`config.mk`:
```
export PLATFORM = sky130hd
export DESIGN_NAME = pve_engine
export DESIGN_NICKNAME = d
export VERILOG_FILES = /design/src/rtl/pve_pkg.sv /design/src/rtl/pve_pin_cell.sv /design/src/rtl/pve_tset.sv /design/src/rtl/pve_delay.sv /design/src/rtl/pve_engine.sv
export SDC_FILE = /design/constraint.sdc
export NUM_CORES = 1
export LEC_CHECK = 0
export ABC_CLOCK_PERIOD_IN_PS = 4900
export CAP_MARGIN = 20
export CORE_UTILIZATION = 60
export CTS_CLUSTER_DIAMETER = 80
export DETAILED_ROUTE_END_ITERATION = 10
export DONT_BUFFER_PORTS = 1
export PLACE_DENSITY = 0.72
export SLEW_MARGIN = 25
export SYNTH_ARGS = -nofsm -noshare
export SYNTH_HDL_FRONTEND = slang
export SYNTH_SLANG_ARGS = --single-unit
```
`constraint.sdc`:
```
create_clock -name clk -period 4.9 [get_ports clk]
set_clock_uncertainty 0.15 [all_clocks]
set_input_delay 1.47 -clock clk [delete_from_list [all_inputs] [get_ports clk]]
set_output_delay 1.47 -clock clk [all_outputs]
set_load 0.01 [all_outputs]
```
`src/rtl/pve_pkg.sv`:
```
// Shared constants, types and the pin state evaluator for the vector engine.
// Assumes a 4-bit pin code; codes above PC_REPEAT are illegal.
package pve_pkg;

    localparam int CODE_W = 4;

    localparam logic [CODE_W-1:0] PC_ZERO   = 4'h0;
    localparam logic [CODE_W-1:0] PC_ONE    = 4'h1;
    localparam logic [CODE_W-1:0] PC_LOW    = 4'h2;
    localparam logic [CODE_W-1:0] PC_HIGH   = 4'h3;
    localparam logic [CODE_W-1:0] PC_OFF    = 4'h4;
    localparam logic [CODE_W-1:0] PC_MID    = 4'h5;
    localparam logic [CODE_W-1:0] PC_EITHER = 4'h6;
    localparam logic [CODE_W-1:0] PC_SRCDRV = 4'h7;
    localparam logic [CODE_W-1:0] PC_SRCEXP = 4'h8;
    localparam logic [CODE_W-1:0] PC_REPEAT = 4'h9;

    typedef struct packed {
        logic drv_en;
        logic drv_val;
        logic fail;
        logic cap;
    } pin_eval_t;

    // True for codes that carry a defined meaning.
    function automatic logic code_legal(input logic [CODE_W-1:0] c);
        return c <= PC_REPEAT;
    endfunction

    // True when the state draws on the source word.
    function automatic logic code_uses_src(input logic [CODE_W-1:0] c);
        return (c == PC_SRCDRV) || (c == PC_SRCEXP);
    endfunction

    // Turns a resolved (non-repeat) state into drive/compare actions.
    function automatic pin_eval_t eval_state(input logic [CODE_W-1:0] st,
                                             input logic hi,
                                             input logic lo,
                                             input logic sbit);
        pin_eval_t e;
        e = '0;
        case (st)
            PC_ZERO:   begin e.drv_en = 1'b1; e.drv_val = 1'b0; end
            PC_ONE:    begin e.drv_en = 1'b1; e.drv_val = 1'b1; end
            PC_LOW:    e.fail = !(lo && !hi);
            PC_HIGH:   e.fail = !(hi && !lo);
            PC_MID:    e.fail = hi || lo;
            PC_EITHER: begin e.fail = !(hi ^ lo); e.cap = 1'b1; end
            PC_SRCDRV: begin e.drv_en = 1'b1; e.drv_val = sbit; end
            PC_SRCEXP: e.fail = sbit ? !(hi && !lo) : !(lo && !hi);
            default:   e = '0;
        endcase
        return e;
    endfunction

endpackage

```
`src/rtl/pve_pin_cell.sv`:
```
// One pin lane: resolves repeat and illegal codes against the lane's own
// history, then evaluates drive/compare for the vector. All outputs are
// combinational for the current vector. Assumes the caller gates the
// source availability into src_ok for the whole vector.
module pve_pin_cell
    import pve_pkg::*;
(
    input  logic              clk,
    input  logic              rst_n,
    input  logic              vec_valid,
    input  logic [CODE_W-1:0] code_in,
    input  logic              src_bit,
    input  logic              src_ok,
    input  logic              cmp_hi,
    input  logic              cmp_lo,
    output logic              needs_src,
    output logic              rep_err,
    output logic              illegal,
    output logic              drv_en,
    output logic              drv_val,
    output logic              fail,
    output logic              cap_hit
);

    logic [CODE_W-1:0] hist_q;
    logic              hist_vld_q;
    logic [CODE_W-1:0] res;
    logic [CODE_W-1:0] eff;
    pin_eval_t         ev;

    // Resolve the code against history and source availability.
    always_comb begin
        illegal = vec_valid && !code_legal(code_in);
        rep_err = vec_valid && (code_in == PC_REPEAT) && !hist_vld_q;
        if (code_in == PC_REPEAT) begin
            res = hist_vld_q ? hist_q : PC_OFF;
        end else if (!code_legal(code_in)) begin
            res = PC_OFF;
        end else begin
            res = code_in;
        end
        needs_src = vec_valid && code_uses_src(res);
        eff       = (needs_src && !src_ok) ? PC_OFF : res;
        ev        = eval_state(eff, cmp_hi, cmp_lo, src_bit);
        drv_en    = vec_valid && ev.drv_en;
        drv_val   = ev.drv_val;
        fail      = vec_valid && ev.fail;
        cap_hit   = vec_valid && ev.cap;
    end

    // Remember the resolved state (before underflow masking) per vector.
    always_ff @(posedge clk) begin
        if (!rst_n) begin
            hist_q     <= PC_OFF;
            hist_vld_q <= 1'b0;
        end else if (vec_valid) begin
            hist_q     <= res;
            hist_vld_q <= 1'b1;
        end
    end

    p_rep_first_r7: assert property (@(posedge clk) disable iff (!rst_n)
        vec_valid && code_in == PC_REPEAT && !hist_vld_q |-> !drv_en && !fail);

    p_illegal_inert_r10: assert property (@(posedge clk) disable iff (!rst_n)
        vec_valid && code_in > PC_REPEAT |-> !drv_en && !fail && !needs_src);

    p_mid_pass_r4: assert property (@(posedge clk) disable iff (!rst_n)
        vec_valid && code_in == PC_MID && !cmp_hi && !cmp_lo |-> !fail);

endmodule

```
`src/rtl/pve_tset.sv`:
```
// Time-set resolver: passes literal indices through and replaces the
// all-ones repeat code with the last resolved index. Assumes one vector
// per cycle when vec_valid is high.
module pve_tset #(
    parameter int TSET_W = 5
) (
    input  logic              clk,
    input  logic              rst_n,
    input  logic              vec_valid,
    input  logic [TSET_W-1:0] tset_in,
    output logic [TSET_W-1:0] tset_res,
    output logic              rep_err
);

    localparam logic [TSET_W-1:0] TS_REPEAT = {TSET_W{1'b1}};

    logic [TSET_W-1:0] hist_q;
    logic              hist_vld_q;

    // Pick the literal index or the remembered one.
    always_comb begin
        if (tset_in == TS_REPEAT) begin
            tset_res = hist_vld_q ? hist_q : '0;
        end else begin
            tset_res = tset_in;
        end
        rep_err = vec_valid && (tset_in == TS_REPEAT) && !hist_vld_q;
    end

    // Track the last resolved index.
    always_ff @(posedge clk) begin
        if (!rst_n) begin
            hist_q     <= '0;
            hist_vld_q <= 1'b0;
        end else if (vec_valid) begin
            hist_q     <= tset_res;
            hist_vld_q <= 1'b1;
        end
    end

endmodule

```
`src/rtl/pve_delay.sv`:
```
// Fixed-depth delay line: the word entering on one edge leaves DEPTH
// edges later. Assumes DEPTH >= 1; cleared by reset.
module pve_delay #(
    parameter int WIDTH = 6,
    parameter int DEPTH = 80
) (
    input  logic             clk,
    input  logic             rst_n,
    input  logic [WIDTH-1:0] din,
    output logic [WIDTH-1:0] dout
);

    logic [WIDTH-1:0] pipe_q [DEPTH];

    // First stage loads the input word.
    always_ff @(posedge clk) begin
        if (!rst_n) pipe_q[0] <= '0;
        else        pipe_q[0] <= din;
    end

    for (genvar s = 1; s < DEPTH; s++) begin : g_stage
        // Each later stage copies its predecessor.
        always_ff @(posedge clk) begin
            if (!rst_n) pipe_q[s] <= '0;
            else        pipe_q[s] <= pipe_q[s-1];
        end
    end

    assign dout = pipe_q[DEPTH-1];

endmodule

```
`src/rtl/pve_engine.sv`:
```
// Vector drive/compare engine for NPINS pins. Per-vector results are
// registered one cycle after the vector; the status record follows
// LATENCY cycles later. Assumes comparator readings belong to the vector
// presented in the same cycle.
module pve_engine
    import pve_pkg::*;
#(
    parameter int NPINS   = 4,
    parameter int TSET_W  = 5,
    parameter int LATENCY = 80
) (
    input  logic                    clk,
    input  logic                    rst_n,
    input  logic                    clr,
    input  logic                    vec_valid,
    input  logic [NPINS*CODE_W-1:0] vec_codes,
    input  logic [TSET_W-1:0]       vec_tset,
    input  logic [NPINS-1:0]        cmp_hi,
    input  logic [NPINS-1:0]        cmp_lo,
    input  logic                    cap_en,
    input  logic                    src_valid,
    output logic                    src_ready,
    input  logic [NPINS-1:0]        src_data,
    output logic [NPINS-1:0]        drv_en,
    output logic [NPINS-1:0]        drv_data,
    output logic [TSET_W-1:0]       tset_out,
    output logic                    vec_out_valid,
    output logic [NPINS-1:0]        pin_fail,
    output logic                    cap_valid,
    output logic [NPINS-1:0]        cap_data,
    output logic                    status_valid,
    output logic                    status_match,
    output logic [NPINS-1:0]        status_fail,
    output logic [NPINS-1:0]        fail_sticky,
    output logic                    any_fail,
    output logic                    err_repeat,
    output logic                    err_illegal,
    output logic                    err_underflow
);

    localparam int STAT_W = NPINS + 2;
    localparam logic [TSET_W-1:0] TS_REPEAT = {TSET_W{1'b1}};

    logic [NPINS-1:0]  c_needs_src, c_rep_err, c_illegal;
    logic [NPINS-1:0]  c_drv_en, c_drv_val, c_fail, c_cap_hit;
    logic [TSET_W-1:0] ts_res;
    logic              ts_rep_err;
    logic              ev_underflow;
    logic [STAT_W-1:0] stat_in, stat_out;

    for (genvar p = 0; p < NPINS; p++) begin : g_pin
        pve_pin_cell u_cell (
            .clk       (clk),
            .rst_n     (rst_n),
            .vec_valid (vec_valid),
            .code_in   (vec_codes[p*CODE_W +: CODE_W]),
            .src_bit   (src_data[p]),
            .src_ok    (src_valid),
            .cmp_hi    (cmp_hi[p]),
            .cmp_lo    (cmp_lo[p]),
            .needs_src (c_needs_src[p]),
            .rep_err   (c_rep_err[p]),
            .illegal   (c_illegal[p]),
            .drv_en    (c_drv_en[p]),
            .drv_val   (c_drv_val[p]),
            .fail      (c_fail[p]),
            .cap_hit   (c_cap_hit[p])
        );
    end

    pve_tset #(.TSET_W(TSET_W)) u_tset (
        .clk       (clk),
        .rst_n     (rst_n),
        .vec_valid (vec_valid),
        .tset_in   (vec_tset),
        .tset_res  (ts_res),
        .rep_err   (ts_rep_err)
    );

    // Request a source word whenever any pin resolves to a source state.
    always_comb begin
        src_ready    = |c_needs_src;
        ev_underflow = src_ready && !src_valid;
    end

    // Register the per-vector drive, compare and capture results.
    always_ff @(posedge clk) begin
        if (!rst_n) begin
            drv_en        <= '0;
            drv_data      <= '0;
            tset_out      <= '0;
            vec_out_valid <= 1'b0;
            pin_fail      <= '0;
            cap_valid     <= 1'b0;
            cap_data      <= '0;
        end else begin
            drv_en        <= c_drv_en;
            drv_data      <= c_drv_val & c_drv_en;
            vec_out_valid <= vec_valid;
            pin_fail      <= c_fail;
            cap_valid     <= cap_en && (|c_cap_hit);
            cap_data      <= cap_en ? (c_cap_hit & cmp_hi) : '0;
            if (vec_valid) tset_out <= ts_res;
        end
    end

    // Accumulate fails and error events until a synchronous clear.
    always_ff @(posedge clk) begin
        if (!rst_n) begin
            fail_sticky   <= '0;
            err_repeat    <= 1'b0;
            err_illegal   <= 1'b0;
            err_underflow <= 1'b0;
        end else if (clr) begin
            fail_sticky   <= c_fail;
            err_repeat    <= (|c_rep_err) || ts_rep_err;
            err_illegal   <= |c_illegal;
            err_underflow <= ev_underflow;
        end else begin
            fail_sticky   <= fail_sticky | c_fail;
            err_repeat    <= err_repeat || (|c_rep_err) || ts_rep_err;
            err_illegal   <= err_illegal || (|c_illegal);
            err_underflow <= err_underflow || ev_underflow;
        end
    end

    // Global fail is the OR of the sticky record.
    assign any_fail = |fail_sticky;

    // Pack the registered result into the status delay line.
    always_comb begin
        stat_in = {vec_out_valid, vec_out_valid && !(|pin_fail), pin_fail};
    end

    pve_delay #(.WIDTH(STAT_W), .DEPTH(LATENCY)) u_delay (
        .clk   (clk),
        .rst_n (rst_n),
        .din   (stat_in),
        .dout  (stat_out)
    );

    assign status_valid = stat_out[STAT_W-1];
    assign status_match = stat_out[STAT_W-2];
    assign status_fail  = stat_out[NPINS-1:0];

    for (genvar p = 0; p < NPINS; p++) begin : g_chk
        p_drive_nofail_r1: assert property (@(posedge clk) disable iff (!rst_n)
            drv_en[p] |-> !pin_fail[p]);

        p_xmask_r3: assert property (@(posedge clk) disable iff (!rst_n)
            vec_valid && vec_codes[p*CODE_W +: CODE_W] == PC_OFF
            |=> !pin_fail[p] && !drv_en[p]);

        p_expect_nodrive_r2: assert property (@(posedge clk) disable iff (!rst_n)
            vec_valid && (vec_codes[p*CODE_W +: CODE_W] == PC_LOW ||
                          vec_codes[p*CODE_W +: CODE_W] == PC_HIGH)
            |=> !drv_en[p]);
    end

    p_sticky_hold_r11: assert property (@(posedge clk) disable iff (!rst_n)
        !clr |=> (fail_sticky & $past(fail_sticky)) == $past(fail_sticky));

    p_underflow_r12: assert property (@(posedge clk) disable iff (!rst_n)
        src_ready && !src_valid |=> err_underflow);

    p_tset_literal_r8: assert property (@(posedge clk) disable iff (!rst_n)
        vec_valid && vec_tset != TS_REPEAT |=> tset_out == $past(vec_tset));

    p_match_valid_r9: assert property (@(posedge clk) disable iff (!rst_n)
        status_match |-> status_valid);

    p_capture_en_r5: assert property (@(posedge clk) disable iff (!rst_n)
        cap_valid |-> $past(cap_en));

endmodule

```
# Word-level counts from Yosys, hierarchy flattened
# Memory sizes are Yosys's and may differ from the RTL's.
# Index checks and enable logic that the tools add are counted.
[op_classes] n_lt_le_gt_ge=4 n_eq_ne=42 mux=120 bitwise_logic=87 n_reduce_logical=97
[op_table] cell="$mux W6" n=80
[op_table] cell="$or A1 B1 Y1" n=80
[op_table] cell="$mux W4" n=17
[op_table] cell="$eq A4 B3 Y1 const B" n=16
[op_table] cell="$eq A4 B4 Y1 const B" n=12
[op_table] cell="$logic_and A1 B1 Y1" n=45
[op_table] cell="$eq A4 B2 Y1 const B" n=8
[op_table] cell="$logic_not A1 Y1" n=27
[op_table] cell="$pmux W2 S3" n=4
[op_table] cell="$reduce_or A4 Y1" n=6
[op_table] cell="$pmux W1 S5" n=4
[op_table] cell="$eq A4 B1 Y1 const B" n=4
[op_table] cell="$le A4 B4 Y1 const B" n=4
[op_table] cell="$logic_not A4 Y1" n=4
[op_table] cell="$logic_or A1 B1 Y1" n=13
[op_table] cell="$mux W1" n=13
[op_table] cell="$mux W5" n=2
[op_table] cell="$and A4 B4 Y4" n=2
[op_table] cell="$eq A5 B5 Y1 const B" n=1
[op_table] cell="$or A4 B4 Y4" n=1
[op_table] cell="$reduce_and A2 Y1" n=2
[op_table] cell="$xor A1 B1 Y1" n=4
[op_table] cell="$ne A2 B2 Y1 const B" n=1
[word_totals] ff_bits=47 mem_bits_rw=480 out_inout_bits=38 memories=1
[mem_list] name="u_delay.pipe_q" depth=80 word_bits=6 rd=80 rd_clocked_by_memory_dff=0 write_ports=80 line_no="pve_delay.sv:13" text="logic [WIDTH-1:0] pipe_q [DEPTH];"

# Longest topological paths before layout
# Gate-level depths: netlist of the first run.
[depth] word_depth=13 depth_mapped=9 ltp_nobuf=7

# Cells and area by module
# Synthesis of the first run repeated with hierarchy kept, for this count alone.
[unflattened] hier_cells=1419 hier_area_um2=16407.0
[modules_own_cells] mod="pve_delay" n_inst=1 cells_per_inst=1019 area_each_um2=13070.0
[modules_own_cells] mod="pve_pin_cell (g_pin[1].u_cell ...)" n_inst=3 cells_per_inst=67 area_each_um2=489.2
[modules_own_cells] mod="pve_engine" n_inst=1 cells_per_inst=87 area_each_um2=996.0
[modules_own_cells] mod="pve_pin_cell (g_pin[0].u_cell)" n_inst=1 cells_per_inst=60 area_each_um2=485.5
[modules_own_cells] mod="pve_tset" n_inst=1 cells_per_inst=52 area_each_um2=387.9

# Least setup slack after synthesis of the first run
# No wires, ideal clock.
[synth_timing] kind="in2out" from="input vec_codes[8]" to="output src_ready" arrival_ns=3.005 path_slack_ns=0.275 stages=7 n_path_buf=1 path_cell_list="buf_2 > and3_1 > a31oi_1 > a211oi_1 > a22o_1 > or3_1 > o21a_1"
[synth_between] elab_chain_len=7 word_cells_on_any_way=9 classes_between="1 x order compare; 3 x eq/ne; 2 x mux; 3 x reduce/logical"
[synth_rtl] element="from (decl)" line_no="pve_engine.sv:16" text="input logic [NPINS*CODE_W-1:0] vec_codes,"
[synth_rtl] element="$le A4 B4 Y1" line_no="pve_pkg.sv:27" text="return c <= PC_REPEAT;"
[synth_rtl] element="$mux W4" line_no="pve_pin_cell.sv:37" text="end else if (!code_legal(code_in)) begin"
[synth_rtl] element="$mux W4 (*)" line_no="pve_pin_cell.sv:35" text="if (code_in == PC_REPEAT) begin"
[synth_rtl] element="$eq A4 B3 Y1 or $eq A4 B4 Y1 (tied branches)" line_no="pve_pkg.sv:32" text="return (c == PC_SRCDRV) || (c == PC_SRCEXP);"
[synth_rtl] element="$logic_or A1 B1 Y1 (*)" line_no="pve_pkg.sv:32"
[synth_rtl] element="$logic_and A1 B1 Y1 (*)" line_no="pve_pin_cell.sv:42" text="needs_src = vec_valid && code_uses_src(res);"
[synth_rtl] element="$reduce_or A4 Y1 (*)" line_no="pve_engine.sv:82" text="src_ready = |c_needs_src;"
[synth_rtl] element="to (decl)" line_no="pve_engine.sv:22" text="output logic src_ready,"
# Mark *: on every way between the ends. The rest lies on a longest branch, timed or not.

# Worst setup path in the final report of the first run
[layout_timing] from="input vec_codes[10]" to="output src_ready"
# Same word-level chain as after synthesis.

==> results of run 1 <==
-- worst max-delay path: cells and delay by family --
family	cells	cell delay, ns
AND/OR/NAND/NOR	2	0.81
AO/OA/AOI/OAI	4	0.86
-- state kept, by name, summed over array words and instances, names as in the netlist --
register	count
fail_sticky	4
err_illegal	1
err_underflow	1
cap_data	4
drv_data	4
drv_en	4
u_tset.hist_vld_q	1
g_pin.u_cell.hist_q	16
u_delay.pipe_q	480
err_repeat	1
cap_valid	1
vec_out_valid	1
u_tset.hist_q	5
pin_fail	4
-- final timing paths --
| check | start | to | slack (ns) | cells past startpoint |
|---|---|---|---|---|
| hold reg to reg | u_delay.pipe_q[2][80] | u_delay.pipe_q[2][86] | 0.27 | 1 |
| hold / removal | u_delay.pipe_q[2][80] | u_delay.pipe_q[2][86] | 0.27 | 1 |
| setup reg to reg | u_tset.hist_vld_q | fail_sticky[2] | 1.93 | 7 |
| setup / recovery | vec_codes[10] | src_ready | 0.14 | 6 |
-- layout make-up --
| class | instances | area (µm²) | area share, % |
|---|---|---|---|
| Sequential cell | 527 | 10600 | 60.3 |
| Multi-Input combinational cell | 741 | 4800 | 27.4 |
| Clock buffer | 71 | 1460 | 8.35 |
| Tap cell | 330 | 413 | 2.36 |
| Clock inverter | 17 | 155 | 0.887 |
| Timing Repair Buffer | 8 | 60.1 | 0.343 |
| Inverter | 14 | 52.6 | 0.300 |
-- cells in the final DEF, fill, tap and decap left out, drive strengths merged, types with 6 or more instances in the layout --
cell type / n
ha: 12
a21boi: 7
nor4: 7
o21ai: 15
and2: 482
nor2b: 23
o21a: 6
buf: 8
inv: 15
a22oi: 7
nor2: 16
dfxtp: 527
clkinv: 13
nor3: 15
nand2: 35
a21oi: 8
nand3: 7
mux2i: 13
clkbuf: 71
-- through the flow --
step | power (mW) | utilization [%]
after CTS | 8.20 | 68.7
after floorplan | 4.56 | -
final | 8.10 | 68.7
after global placement | 4.55 | 62.3
after global routing | 8.39 | 68.7
after detailed placement | 4.55 | 62.3
-- power by group --
part / internal [mW] / leakage (nW) / switching, mW
Sequential: 4.31 / 4.25 / 0.0239
Clock: 2.13 / 0.797 / 1.51
Combinational: 0.0587 / 2.24 / 0.0652
-- per-layer routing --
layer  vias to the layer above  GRT usage, %  share of wire [%]
met5                         -             0                  0
met4                         0          6.02                2.5
met3                        48          4.92                6.2
met2                       176          25.5                 42
met1                      3802          22.3                 49
li1                       4274             -                  -
-- cells by family (layout without fill, tap and decap cells) --
logic type / count (synthesis) / after routing / synth area share (%)
adders and majority gates: 12 / 12 / 0.953
DFF: 527 / 527 / 67.0
buffers and inverters: 93 / 110 / 2.56
AOI/OAI and AO/OA: 90 / 90 / 4.28
muxes: 13 / 13 / 0.826
and+or+nand+nor: 626 / 626 / 24.4
==> results.yml, run 1 <==
timing:
  maxSlewViolCount: 0
  setup-tns-final_ns: 0
  rsz0062_at_grt: "no"
  post-route-period-util_pct: 97.2
  whs_ns: 0.267
  worst_pin_slew_ns: 0.966
  period_minus_slack_ns: 4.76
  timing_hold_violations_final: 0
  fmax_ghz: 0.210
  setup_slack_ns: 0.136
  finalSetupViolations: 0
  relSlewSlack_pct: 35.5
placement:
  hpwl_um: 11600
  place_congestion: 0.857
  dp_slack_ns: 0.157
  placed_cells: 1620
  portBuffers: 0
  placedInstanceArea_um2: 15900
yosys:
  ys.flop_type: "dfxtp_1"
  ys_top_cells_by_area: "dfxtp_1 (67%), and2_1 (19%), clkbuf_1 (1.4%), ha_1 (0.95%), nor2b_1 (0.91%)"
  ys_seq_elements: 527
  synth_top_area_share_pct: 67.0
  yosys_warnings: 0
  synth_nets: 1412
  syn_avg_cell_area_um2: 11.6
  post-synth-top-count-cell: "dfxtp_1"
  netlist_area_um2: 15800
  synth_edf_count: 0
  async_flop_share_pct: 0
  synth_cells: 1361
  synth_common_cells: "dfxtp_1 (527), and2_1 (481), clkbuf_1 (60)"
  yosys.cell_types.count: 68
  ys_seq_area_share_pct: 67.0
  synth_top_cell_by_area: "dfxtp_1"
grt:
  antenna_found_initial: 0
  grt_pass1_vias: 7929
  grt_pass1_wl_um: 36900
  grt_util_all_layers_pct: 16.6
  overflow: 0
  grt_max_degree: 505
setup_path:
  slowest_stage: "nor2_1"
  start_kind: "input pin"
  crit_fanout: 8
  path_cells: "nor2_1, a31o_2, a211oi_1, a22o_1, or3_1, o21a_1"
  cp_data_required_time_ns: 3.28
  crit_path_end_kind: "output pin"
  crit_arrival_ns: 3.14
  cp_slowest_stage_delay_ns: 0.43
  criticalPathCategory: "in2out"
outcome:
  status: "completed"
flow_run:
  drv_cap: 0
clock_network:
  path_clk_slew_ns: 0.06
  cts-resized-gates: 0
  cts_buffer_depth: 3
  cts_tree: "done"
  cts_setup_buffers: 0
  cts_made_buffers: 49
  cts_sinks: 527
  clockRootBuffer: "clkbuf_16"
  clk_latency_ns: 0.55
  cts_hold_repair.buffers: 0
  htreeDepth: 2
routing:
  wl_per_cell_um: 12.6
  vias_per_cell: 4.86
  drtAntennaViolNets: 0
  firstDrtPassIters: 5
  drtIter0Drc: 514
  wirelength_um: 21500
  vias: 8300
  drc_errors: 0
floorplan:
  die_area_um2: 26900
  die_x_um: 164
  die_h_um: 164
  start_util_pct: 61.8
  rows: 58
  coreArea_um2: 25500
  ioPinCount: 77
final_layout:
  antenna_cells: 0
  instances_no_fill: 1708
  fin_nets: 1392
  design_area_um2: 17500
  drive_gt1_share_pct: 7.55
  syn2layout_area_growth_pct: 11.0
  fillers: 1891
min_path:
  hold_class: "reg2reg"
power:
  power_density_nw_per_um2: 463
  irDropWorstVdd_mv: 0.352
  leakagePower_nw: 7.29
No activity file was read; power rests on OpenSTA's default activity.
==> run 2, diff against run 1 <==
--- a/config.mk
+++ b/config.mk
@@ -7,6 +7,7 @@
 export LEC_CHECK = 0
 export ABC_CLOCK_PERIOD_IN_PS = 4900
 export CAP_MARGIN = 20
+export CORE_ASPECT_RATIO = 0.7
 export CORE_UTILIZATION = 60
 export CTS_CLUSTER_DIAMETER = 80
 export DETAILED_ROUTE_END_ITERATION = 10
==> run 2 against run 1 <==
Critical path depth is the same. Worst setup slack lost 0.0011 ns. Maximum frequency is essentially flat. Final cell count shrank 0.35%. Die area is essentially flat. Global-route usage is essentially flat. Worst hold slack gained 0.011 ns. Sequential share of layout area grew 0.34 points. Combinational power is essentially flat. Non-clock buffer count shrank 1. Cell area shrank 0.54%.
==> results.yml, run 2 (synthesis gave the netlist of run 1 again) <==
grt:
  grt_pass1_vias: 7689
  antenna_found_initial: 0
  grt_max_degree: 505
  grt_pass1_wl_um: 36500
  grt_util_all_layers_pct: 16.6
  overflow: 0
clock_network:
  path_clk_slew_ns: 0.06
  cts_made_buffers: 45
  cts_setup_buffers: 0
  clk_latency_ns: 0.54
  htreeDepth: 2
  cts_sinks: 527
  clockRootBuffer: "clkbuf_16"
  cts_tree: "done"
  cts_buffer_depth: 3
  cts_hold_repair.buffers: 0
timing:
  maxSlewViolCount: 0
  worst_pin_slew_ns: 0.766
  relSlewSlack_pct: 48.5
  period_minus_slack_ns: 4.77
  fmax_ghz: 0.210
  timing_hold_violations_final: 0
  finalSetupViolations: 0
  setup-tns-final_ns: 0
  post-route-period-util_pct: 97.3
  rsz0062_at_grt: "no"
final_layout:
  finish.utilization_pct: 67.6
  final_common_cell: "dfxtp_1"
  fin_nets: 1387
  syn2layout_area_growth_pct: 10.4
  drive_gt1_share_pct: 7.00
  instances_no_fill: 1702
  largest_register_ffs: 480
  largestRegisters: "u_delay.pipe_q (480), g_pin.u_cell.hist_q (16), u_tset.hist_q (5)"
  layout_common_cells: "dfxtp_1 (526), and2_1 (481), clkbuf_16 (47), nand2_1 (35), nor2b_1 (23)"
  top_register: "u_delay.pipe_q"
  antenna_cells: 0
floorplan:
  die_h_um: 138
  coreArea_um2: 25700
  start_util_pct: 61.2
  die_x_um: 196
  rows: 49
  ioPinCount: 77
  die_area_um2: 26900
placement:
  hpwl_um: 11800
  portBuffers: 0
  place_congestion: 0.850
  placed_cells: 1620
power:
  finalPower_mw: 8.01
  leakagePower_nw: 7.23
  irDropWorstVdd_mv: 0.268
  power_density_nw_per_um2: 460
setup_path:
  cp_slowest_stage_delay_ns: 0.42
  slowest_stage: "nor2_1"
  crit_arrival_ns: 3.15
  crit_fanout: 8
  crit_family: "compound AO/OA/AOI/OAI gates"
  worst-path-buf-inv: 0
  path_cells: "nor2_1, a31o_2, a211oi_1, a22o_1, or3_1, o21a_1"
  criticalPathCategory: "in2out"
  crit_path_end_kind: "output pin"
  cp_data_required_time_ns: 3.28
  start_kind: "input pin"
outcome:
  status: "completed"
routing:
  drc_errors: 0
  vias: 8301
  drtAntennaViolNets: 0
  vias_per_cell: 4.88
  wl_per_cell_um: 12.8
  drtIter0Drc: 412
  wirelength_um: 21900
  firstDrtPassIters: 5
min_path:
  hold_class: "reg2reg"
flow_run:
  drv_cap: 0
==> run 2: area by class of cell <==
type                       instances  area [µm²]
clock buffer                      68        1370
multi-input combinational        741        4800
clock inverter                    14         160
timing repair buffer               7        52.6
tap                              331         414
sequential                       527       10600
inverter                          14        52.6
fill                            1936        8360
==> run 2: path summary, 6_finish.rpt <==
path                          from                    end  slack [ns]  cells after the start
max reg2reg      u_tset.hist_vld_q         fail_sticky[2]        2.28                      7
max                  vec_codes[10]              src_ready        0.13                      6
min          u_delay.pipe_q[3][49]  u_delay.pipe_q[3][55]        0.28                      1
min reg2reg  u_delay.pipe_q[3][49]  u_delay.pipe_q[3][55]        0.28                      1
==> run 2: worst reg2reg max path: cells and delay by family, from the launching register on <==
| kind | cells | cell delay, ns |
|---|---|---|
| flip-flops | 1 | 0.67 |
| AO/OA/AOI/OAI | 4 | 1.15 |
| AND/OR/NAND/NOR | 2 | 0.30 |
| buffers and inverters | 1 | 0.22 |
==> run 2: where the power goes <==
group          internal, mW  leakage [nW]  switching [mW]
Combinational        0.0585          2.24          0.0669
Clock                  2.09         0.745            1.46
Sequential             4.30          4.25          0.0246
Total                  6.45          7.23            1.56
==> run 2: stage by stage <==
step	cell area (µm²)	setup slack, ns	hold WS (ns)
finish	17400	0.135	0.278
global placement	15900	0.236	0.263
floorplan	15800	0.275	0.262
CTS	17400	0.165	0.280
global route	17400	0.0271	0.289
detailed placement	15900	0.174	0.267
==> run 2: what timing repair did <==
| item | in CTS | in global routing |
|---|---|---|
| hold endpoints to repair | 0 | 0 |
| setup endpoints to repair | 0 | 1 |
| gates resized for setup | 0 | 1 |
==> run 2: metal layers <==
layer / share of wire [%] / routed length [µm] / up-vias / global-route usage (%)
li1: - / - / 4280 / -
met1: 51 / 11100 / 3780 / 23.4
met4: 2.5 / 537 / 0 / 6.90
met3: 6.9 / 1510 / 44 / 5.41
met5: 0 / 0 / - / 0
met2: 40 / 8660 / 197 / 23.6
==> run 3, diff against run 2 <==
--- a/config.mk
+++ b/config.mk
@@ -8,11 +8,12 @@
 export ABC_CLOCK_PERIOD_IN_PS = 4900
 export CAP_MARGIN = 20
 export CORE_ASPECT_RATIO = 0.7
-export CORE_UTILIZATION = 60
+export CORE_UTILIZATION = 61
 export CTS_CLUSTER_DIAMETER = 80
 export DETAILED_ROUTE_END_ITERATION = 10
 export DONT_BUFFER_PORTS = 1
-export PLACE_DENSITY = 0.72
+export GPL_ROUTABILITY_DRIVEN = 0
+export PLACE_DENSITY = 0.73
 export SLEW_MARGIN = 25
 export SYNTH_ARGS = -nofsm -noshare
 export SYNTH_HDL_FRONTEND = slang
==> run 3 against run 2 <==
Non-clock buffer count increased by 2. Sequential share of layout area rose by 0.21 points. Maximum frequency grew 0.89%. Power decreased by 1.3%. Combinational power barely moved. Final cell count fell by 0.41%. Routed wire length down 2.5%. First-iteration DRC count decreased by 2.4%. Sequential power about the same. Critical path type unchanged.
==> results.yml, run 3 (synthesis gave the netlist of run 1 again) <==
outcome:
  status: "completed"
final_layout:
  layout_common_cells: "dfxtp_1 (526), and2_1 (481), clkbuf_16 (45), nand2_1 (35), nor2b_1 (23)"
  antenna_cells: 0
  fillers: 1833
  syn2layout_area_growth_pct: 10.0
  fin_nets: 1388
  design_area_um2: 17300
  top_register: "u_delay.pipe_q"
  multiInputGateArea_um2: 4800
  largestRegisters: "u_delay.pipe_q (480), g_pin.u_cell.hist_q (16), u_tset.hist_q (5)"
  final_common_cell: "dfxtp_1"
  drive_gt1_share_pct: 6.50
  largest_register_ffs: 480
  ff_latch_area_um2: 10600
  finish.utilization_pct: 69.4
grt:
  grt_pass1_wl_um: 36600
  grt_pass1_vias: 7956
  grt_util_all_layers_pct: 16.6
  grt_max_degree: 505
  antenna_found_initial: 0
  overflow: 0
routing:
  drtIter0Drc: 402
  firstDrtPassIters: 4
  vias_per_cell: 4.94
  drc_errors: 0
  wl_per_cell_um: 12.6
  drtAntennaViolNets: 0
  wirelength_um: 21300
  vias: 8365
setup_path:
  r2r_cells: 8
  rrSetupSlack_ns: 2.28
  criticalPathCategory: "in2out"
  cp_slowest_stage_delay_ns: 0.39
  timing.rr.end: "fail_sticky[2]"
  start_kind: "input pin"
  r2r_start: "u_tset.hist_vld_q"
  crit_path_end_kind: "output pin"
  slowest_stage: "nor2_1"
  crit_family: "compound AO/OA/AOI/OAI gates"
  crit_fanout: 8
  cp.depth: 6
  crit_arrival_ns: 3.10
  critical_path.startpoint: "vec_codes[10]"
  cp_data_required_time_ns: 3.28
  worst-path-buf-inv: 0
  path_cells: "nor2_1, a31o_2, a211oi_1, a22o_1, or3_1, o21a_1"
power:
  power_density_nw_per_um2: 456
  finalPower_mw: 7.90
  leakagePower_nw: 7.20
  irDropWorstVdd_mv: 0.344
timing:
  relSlewSlack_pct: 46.2
  maxSlewViolCount: 0
  worst_pin_slew_ns: 0.800
  fmax_ghz: 0.212
  post-route-period-util_pct: 96.4
  finalSetupViolations: 0
  timing_hold_violations_final: 0
  setup-tns-final_ns: 0
  rsz0062_at_grt: "no"
  whs_ns: 0.264
  period_minus_slack_ns: 4.72
floorplan:
  die_h_um: 136
  start_util_pct: 63.0
  die_x_um: 194
  ioPinCount: 77
  rows: 48
  coreArea_um2: 25000
  die_area_um2: 26500
clock_network:
  cts_made_buffers: 44
  htreeDepth: 2
  clockRootBuffer: "clkbuf_16"
  cts_buffer_depth: 3
  clk_latency_ns: 0.54
  cts_tree: "done"
  path_clk_slew_ns: 0.06
  cts_sinks: 527
min_path:
  hold_depth: 1
  min_from: "u_delay.pipe_q[0][49]"
  hold_class: "reg2reg"
  whs_endpoint: "u_delay.pipe_q[0][55]"
flow_run:
  drv_cap: 0
placement:
  portBuffers: 0
  hpwl_um: 11800
  placedInstanceArea_um2: 15900
run 3: cell types whose count changed in the layout (fill, tap and decap cells not counted):
cell,change
clkinv_2,-5
inv_6,+1
clkbuf_16,-2
buf_4,+2
clkbuf_1,+6
clkinv_4,-1
clkinvlp_4,-2
run 3: cell type report:
class / count / share of cell area (%)
Clock buffer: 72 / 7.72
Timing Repair Buffer: 9 / 0.390
Multi-Input combinational cell: 741 / 27.7
Tap cell: 325 / 2.35
Clock inverter: 7 / 0.693
Inverter: 14 / 0.303
Sequential cell: 527 / 60.9
run 3: worst reg2reg max path: cells and delay by family (launching register included):
kind                   cells  cell delay (ns)
DFF                        1             0.65
buffers and inverters      2             0.36
AOI/OAI and AO/OA          5             1.14
and+or+nand+nor            1             0.20
run 3: routing by layer:
layer	share of wire, %	track usage (%)	routed length, µm	vias up
met5	0	0	0	-
li1	-	-	-	4276
met2	40	24.8	8630	207
met3	7.5	5.71	1590	52
met4	2.9	6.70	625	0
met1	49	22.2	10500	3830
run 3: repair_timing:
action / CTS / global route
hold buffers: 0 / 0
gates resized for setup: 0 / 1
setup buffers: 0 / 0
setup endpoints to repair: 0 / 1
run 3: report_power, final:
part           switching, mW  internal (mW)  total (mW)
registers             0.0242           4.30        4.33
clock network           1.43           2.02        3.45
logic                 0.0656         0.0588       0.124
run 3: metrics by stage:
step | setup WS (ns) | cells
finish | 0.177 | 1695
floorplan | 0.275 | 1361
detailed placement | 0.207 | 1616
global route | 0.0870 | 1695
CTS | 0.198 | 1695
global placement | 0.252 | 1616
run 3: how the worst max path moves through the flow:
stage / endpoint
floorplan: src_ready
global placement: src_ready
detailed placement: src_ready
CTS: src_ready
global route: src_ready
finish: src_ready
